## src/rtl/s2mm_write_channel.sv

```systemverilog
`timescale 1ns/1ps
module s2mm_write_channel #(
  parameter int DW = 32,
  parameter int AW = 32,
  parameter int LEN_W = 16,
  parameter int DEPTH = 4,
  parameter int RA_W = 8,
  parameter logic [RA_W-1:0] CTRL_OFS = 8'h30,
  parameter logic [RA_W-1:0] STAT_OFS = 8'h34,
  parameter logic [RA_W-1:0] DEST_OFS = 8'h48,
  parameter logic [RA_W-1:0] LEN_OFS  = 8'h58
) (
  input  logic            clk,
  input  logic            rst,
  input  logic            reg_wr_en,
  input  logic [RA_W-1:0] reg_addr,
  input  logic [31:0]     reg_wdata,
  output logic [31:0]     reg_rdata,
  input  logic            s_valid,
  output logic            s_ready,
  input  logic [DW-1:0]   s_data,
  output logic            mem_req,
  output logic [AW-1:0]   mem_addr,
  output logic [DW-1:0]   mem_wdata,
  input  logic            mem_ack
);
  localparam int PW = (DEPTH > 1) ? $clog2(DEPTH) : 1;
  localparam int CW = $clog2(DEPTH + 1);
  localparam int WW = LEN_W - 2;

  logic            run, busy, done;
  logic [AW-1:0]   dest;
  logic [LEN_W-1:0] len_q;
  logic [WW-1:0]   wr_rem, acc_rem, idx;
  logic [DW-1:0]   buf_q [DEPTH];
  logic [PW-1:0]   rd_p, wr_p;
  logic [CW-1:0]   cnt;
  logic            full, empty, push, pop, len_wr, arm;
  logic [WW-1:0]   words_in, held;
  logic            unused_bits;

  assign full      = cnt == CW'(DEPTH);
  assign empty     = cnt == '0;
  assign s_ready   = !full && (!busy || (run && acc_rem != '0));
  assign push      = s_valid && s_ready;
  assign pop       = mem_req && mem_ack;
  assign len_wr    = reg_wr_en && reg_addr == LEN_OFS;
  assign words_in  = reg_wdata[LEN_W-1:2];
  assign held      = WW'(cnt) + WW'(push);
  assign arm       = len_wr && run && !busy && words_in != '0;
  assign mem_wdata = buf_q[rd_p];
  assign mem_addr  = dest + (AW'(idx) << 2);
  assign unused_bits = ^reg_wdata;

  always_ff @(posedge clk)
    if (push) buf_q[wr_p] <= s_data;

  always_ff @(posedge clk) begin
    if (rst) begin
      rd_p <= '0;
      wr_p <= '0;
      cnt  <= '0;
    end else begin
      if (push) wr_p <= (wr_p == PW'(DEPTH - 1)) ? '0 : wr_p + 1'b1;
      if (pop)  rd_p <= (rd_p == PW'(DEPTH - 1)) ? '0 : rd_p + 1'b1;
      cnt <= cnt + CW'(push) - CW'(pop);
    end
  end

  always_ff @(posedge clk) begin
    if (rst) begin
      run     <= 1'b0;
      busy    <= 1'b0;
      done    <= 1'b0;
      dest    <= '0;
      len_q   <= '0;
      wr_rem  <= '0;
      acc_rem <= '0;
      idx     <= '0;
      mem_req <= 1'b0;
    end else begin
      if (reg_wr_en && reg_addr == CTRL_OFS) run <= reg_wdata[0];
      if (reg_wr_en && reg_addr == DEST_OFS) dest <= {reg_wdata[AW-1:2], 2'b00};
      if (arm) begin
        len_q   <= reg_wdata[LEN_W-1:0];
        busy    <= 1'b1;
        done    <= 1'b0;
        wr_rem  <= words_in;
        idx     <= '0;
        acc_rem <= (words_in > held) ? words_in - held : '0;
      end else if (busy) begin
        if (push) acc_rem <= acc_rem - 1'b1;
        if (pop) begin
          idx    <= idx + 1'b1;
          wr_rem <= wr_rem - 1'b1;
          if (wr_rem == WW'(1)) begin
            busy <= 1'b0;
            done <= 1'b1;
          end
        end
      end
      if (pop) mem_req <= 1'b0;
      else if (busy && run && !empty && !mem_req) mem_req <= 1'b1;
    end
  end

  always_comb begin
    case (reg_addr)
      CTRL_OFS: reg_rdata = {31'b0, run};
      STAT_OFS: reg_rdata = {30'b0, done, busy};
      DEST_OFS: reg_rdata = 32'(dest);
      LEN_OFS:  reg_rdata = 32'(len_q);
      default:  reg_rdata = '0;
    endcase
  end
endmodule

```

## config.mk

```make
export PLATFORM = sky130hd
export DESIGN_NAME = s2mm_write_channel
export DESIGN_NICKNAME = d
export VERILOG_FILES = /design/src/rtl/s2mm_write_channel.sv
export SDC_FILE = /design/constraint.sdc
export NUM_CORES = 1
export LEC_CHECK = 0
export BUFFER_PORTS_ARGS = -buffer_cell sky130_fd_sc_hd__buf_2
export CELL_PAD_IN_SITES_DETAIL_PLACEMENT = 0
export CELL_PAD_IN_SITES_GLOBAL_PLACEMENT = 1
export CORE_MARGIN = 1.5
export CORE_UTILIZATION = 40
export CTS_BUF_LIST = sky130_fd_sc_hd__clkbuf_4 sky130_fd_sc_hd__clkbuf_8
export DETAILED_ROUTE_END_ITERATION = 12
export PLACE_DENSITY_LB_ADDON = 0.1
export SETUP_SLACK_MARGIN = 0.02
export SYNTH_ARGS = -nofsm -noshare
export SYNTH_HDL_FRONTEND = slang
export SYNTH_SLANG_ARGS = --single-unit
```

## constraint.sdc

```tcl
create_clock -name clk -period 4.7 [get_ports clk]
set_input_delay 0.47 -clock clk [delete_from_list [all_inputs] [get_ports clk]]
set_output_delay 0.47 -clock clk [all_outputs]
set_load 0.005 [all_outputs]
```

[Word-level counts from Yosys, hierarchy flattened]
Memory sizes are Yosys's and may differ from the RTL's. A register that Yosys moved wholly into a read port is not among the register bits.
Cells that the tools add are included.
Storage, ports and cells
  memories kept: 1
  word-level logic and storage cells: 80
  ROM bits: 0
  RAM bits: 128
  latch bits: 0
  register bits: 99
  input bits: 77
Memory list
  buf_q: depth 4, width 32, read ports 1, clocked after Yosys merged registers in 1, write ports 1, line 35  | logic [DW-1:0] buf_q [DEPTH];
Cells by class
  reductions and logical operators: 30
  div/mod/pow operators: 0
  multiplexer cells: 18
  bitwise operators: 0
  add/sub/neg operators: 10
  shift-type cells: 0
  multiply operators: 0
  $lt $le $gt $ge: 1
  equality and inequality tests: 8
Operators with widths (count)
  $pmux W32 S4: 1
  $mux W14: 7
  $add A32 B16 Y32: 1
  $reduce_bool A14 Y1: 2
  $sub A14 B1 Y14 const B: 2
  $eq A8 B6 Y1 const B: 2
  $eq A8 B7 Y1 const B: 2
  $add A14 B1 Y14 const B: 1
  $eq A14 B1 Y1 const B: 1
  $gt A14 B4 Y1: 1
  $sub A14 B4 Y14: 1
  $logic_and A1 B1 Y1: 13
  $mux W2: 4
  $mux W1: 6
  $reduce_and A2 Y1: 3
  $reduce_bool A2 Y1: 3
  $add A2 B1 Y2 const B: 2
  $add A3 B1 Y4: 1
  $eq A2 B2 Y1 const B: 2
  $logic_not A1 Y1: 4
  $reduce_or A2 Y1: 2
  $add A3 B1 Y3: 1
  $eq A3 B3 Y1 const B: 1
  $logic_not A3 Y1: 1
  other kinds (3): 3

[Logic depth before layout (Yosys ltp)]
  word-level depth: 9
  gate-level depth with buffers: 17
  mapped depth without buffers: 16

[Least setup slack after synthesis]
Ideal clock, no wire load.
  path kind: reg-to-reg
  start point: reg acc_rem[0]
  end point: reg acc_rem[1]
  library setup time: 0.116 ns
  path slack: 0.353 ns
  data required time: 4.584 ns
  stages on the path, launching flop included: 17
  path buffers: 1
  arrival time: 4.231 ns
  cells stage by stage: dfxtp_1 -> inv_1 -> ha_1 -> or4b_2 -> o41ai_1 -> a21oi_1 -> and2_0 -> clkbuf_1 -> ha_1 -> ha_1 -> inv_1 -> fa_1 -> a21o_1 -> a21o_1 -> a2111oi_0 -> nor2_1 -> a31o_2
On the way
  word-level cells in the longest chain between the ends: 9
  elaborated cells between the ends (all ways): 15
  classes of those cells: add/sub: 3; order compare: 1; mux: 4; reduce/logical: 7
RTL lines
  start: declaration: line 34  | logic [WW-1:0] wr_rem, acc_rem, idx;
  start signal: assignment: line 90  | acc_rem <= (words_in > held) ? words_in - held : '0;
  start signal: assignment: line 92  | if (push) acc_rem <= acc_rem - 1'b1;
  $reduce_bool A14 Y1 *: line 44  | assign s_ready = !full && (!busy || (run && acc_rem != '0));
  $logic_and A1 B1 Y1 *: line 44
  $logic_or A1 B1 Y1 *: line 44
  $logic_and A1 B1 Y1 *: line 44
  named net s_ready: line 20  | output logic s_ready,
  $logic_and A1 B1 Y1 *: line 45  | assign push = s_valid && s_ready;
  named net push: line 38  | logic full, empty, push, pop, len_wr, arm;
  $add A3 B1 Y4: line 49  | assign held = WW'(cnt) + WW'(push);
  $sub A14 B4 Y14 / $gt A14 B4 Y1 (equally long branches): line 90
  $mux W14: line 90
  $mux W14: line 84  | if (arm) begin
The timed path passes the listed nets; every way through them passes the cells marked *. The select of a mux whose other input is x is not followed.
A chain may end at the register's enable or synchronous reset.

[Worst setup path after layout]
  start point: reg acc_rem[0]
  end point: reg acc_rem[5]
On the way
  word-level cells in the longest chain between the ends: 9
  elaborated cells between the ends (all ways): 15
  classes of those cells: add/sub: 3; order compare: 1; mux: 4; reduce/logical: 7
RTL lines (line)
  $reduce_bool A14 Y1: 44
  $logic_and A1 B1 Y1: 44
  $logic_or A1 B1 Y1: 44
  $logic_and A1 B1 Y1: 44
  $logic_and A1 B1 Y1: 45
  $add A3 B1 Y4: 49
  $sub A14 B4 Y14 / $gt A14 B4 Y1 (equally long branches): 90
  $mux W14: 90
  $mux W14: 84
Several ways; a longest one is shown, not always the timed one. The select of a mux whose other input is x is not followed.

==> reports/metrics.yaml <==
drt_iter0_markers: 462
p_sw_mw: 1.05
clockBufferDepth: 3
peakVddDrop_v: 0.000164
die_h_um: 168
p_int_mw: 3.49
dieWidth_um: 168
power_frac_comb_pct: 8.6
finClkSkew_ns: 0.0273
async_flop_share_pct: 0
drive_above_1_share_pct: 26.5
synthSimpleGateAreaFrac_pct: 16.7
antenna_found_initial: 0
setup-violations-final: 0
synth_xor_area_share_pct: 4.64
cp.required_ns: 5.09
grt_max_degree: 75
final.period_utilization_pct: 92.4
crit_type: "flip-flop to flip-flop"
finalNonFillerCells: 1529
p_seq_share_pct: 49.9
synth_top_family_by_area: "simple AND/OR/NAND/NOR gates"
synth_compound_area_share_pct: 10.6
max_clock_freq_mhz: 230
routedWlPerCell_um: 18.8
maxSlewHeadroom_pct: 42.1
reg2reg_slack_ns: 0.36
via_per_inst: 5.30
ant_nets: 0
final_util_pct: 48.3
clkTransAtPathRegs_ns: 0.06
wirelength_um: 28700
p_leak_nw: 4.86
cts-root-buf: "clkbuf_8"
worstMarginPinSlew_ns: 0.869
rows: 60
drv_slew: 0
syn_inst: 982
grt_pass1_wl_um: 44500
area_delta_synth_final_pct: 18.6
cp-end-kind: "flip-flop"
layout.nets: 1273
initial_core_util_pct: 40.8
clock_sinks: 229
cts_tree: "built"
drc: 0
cp-start-kind: "flip-flop"
first_pass_iters: 5
status: "completed"
setup_slack_ns: 0.357
insertion_delay_ns: 0.55
path_max_fanout: 10
synth_area_um2: 11000
vias: 8106
final_cell_mix: "buf_2, nand2_1, edfxtp_1, dfxtp_1, a21oi_1"
gp_congestion: 0.822
period_minus_slack_ns: 4.34
synthDistinctLibCells: 70
hold_class: "input port to flip-flop"
grt_pass1_vias: 8009
grt_overflow: 0
synthMuxAreaShare_pct: 7.15
place_ws_ns: 0.252
fin_area_um2: 13000
place_area_um2: 12200
p_clk_share_pct: 41.5
core_area_um2: 26900
post_cts_buffers: 0
rsz0062_at_grt: "false"
synth_edf_count: 128
cts_buffers: 41
io_pins: 175
hpwl_um: 19900
port_buffers: 172
layout_commonest_cell: "buf_2"
synthFlopType: "edfxtp_1"
synth_fa_ha_area_share_pct: 4.20
p_per_area_nw_per_um2: 349
switching_share_pct: 23.1
arrival_ns: 4.74
dieArea_um2: 28400
placed_cells: 1459
setup_tns_ns: 0
synth.yosys.warnings: 0
hold_viol_final: 0
cts-htree-levels: 2
diodes: 0
postSynthAreaPerCell_um2: 11.2
drv_cap: 0
ys_ff_latch: 229
ys_seq_area_share_pct: 53.6
track_usage_pct: 20.2
-- final timing paths --
check | cells after the start | start | endpoint
hold reg to reg | 2 | len_q[2] | len_q[2]
hold / removal | 1 | s_data[22] | buf_q[0][22]
setup / recovery | 17 | acc_rem[0] | acc_rem[5]
setup reg to reg | 17 | acc_rem[0] | acc_rem[5]
-- Yosys cell counts (all sizes together), types with 15 or more instances --
cell type  count  area (um2)
xor2          23         201
a22o          15         131
mux4          32         721
nand3         35         175
nor2          63         236
inv           26        97.6
nand4         15        93.8
o21ai         15        75.1
xnor2         35         307
nand2        130         493
dfxtp        101        2020
nor3          20         111
clkbuf        42         158
a21oi         74         370
and2          21         131
ha            32         400
buf           15        82.6
edfxtp       128        3840
-- final cells by class --
cell class | instances | area, um2
clock buffers | 58 | 711
fillers | 2561 | 13900
inverters | 26 | 97.6
flip-flops and latches | 229 | 5870
clock inverters | 12 | 114
multi-input cells | 671 | 4770
well taps | 341 | 427
repair buffers | 192 | 1010
-- logic make-up (layout without fill, tap and decap cells) --
logic type               count (synthesis)  in the layout
flip-flops                             229            229
AND/OR/NAND/NOR                        362            362
AO/OA/AOI/OAI                          176            176
buffers and inverters                   83            288
XOR/XNOR                                58             58
other                                    1              2
multiplexers                            38             38
adder cells (fa/ha/maj)                 35             35
-- metal layers --
layer / share of wire [%] / track usage (%)
met2: 47 / 33.4
met1: 47 / 27.3
met3: 3.9 / 3.37
met5: 0 / 0
met4: 2.0 / 6.21
-- through the flow --
step                hold slack [ns]  total power, mW
CTS                           0.110             4.61
detailed placement            0.445             2.70
global route                  0.120             4.74
global placement              0.439             2.70
floorplan                     0.431             2.52
finish                        0.139             4.54
-- critical path, stage by stage, from the launching register on --
cell and delay [ns]:
dfxtp_1 0.34, inv_1 0.07, ha_1 0.21, or4b_2 0.65, o41ai_2 0.29, a21oi_1 0.13, and2_0 0.22, ha_1 0.21
ha_1 0.27, inv_1 0.06, fa_1 0.43, a21o_1 0.19, a21o_1 0.21, a2111oi_1 0.35, buf_4 0.20, nor2_1 0.06
nand2_2 0.22, o22ai_1 0.09
-- sequential cells by signal, indices dropped and copies added (netlist names), named ones only --
| name | flops |
|---|---|
| buf_q | 128 |
| acc_rem | 14 |
| cnt | 3 |
| rd_p | 2 |
| wr_p | 2 |
| done | 1 |
| len_q | 16 |
| mem_req | 1 |
| wr_rem | 14 |
| busy | 1 |
| dest | 30 |
| run | 1 |
| idx | 14 |
-- power by group through the flow --
stage / Clock (mW) / Combinational [mW] / Sequential [mW]
after floorplan: 0 / 0.224 / 2.30
after global placement: 0 / 0.394 / 2.30
after detailed placement: 0 / 0.397 / 2.31
after CTS: 1.95 / 0.399 / 2.27
after global routing: 2.03 / 0.435 / 2.27
final: 1.88 / 0.390 / 2.26
-- repair_timing --
action	in CTS	in global routing
hold buffers	0	0
setup endpoints to repair	0	12
hold endpoints to repair	0	0
resized for setup	0	2
(Power assumes the default switching activity.)
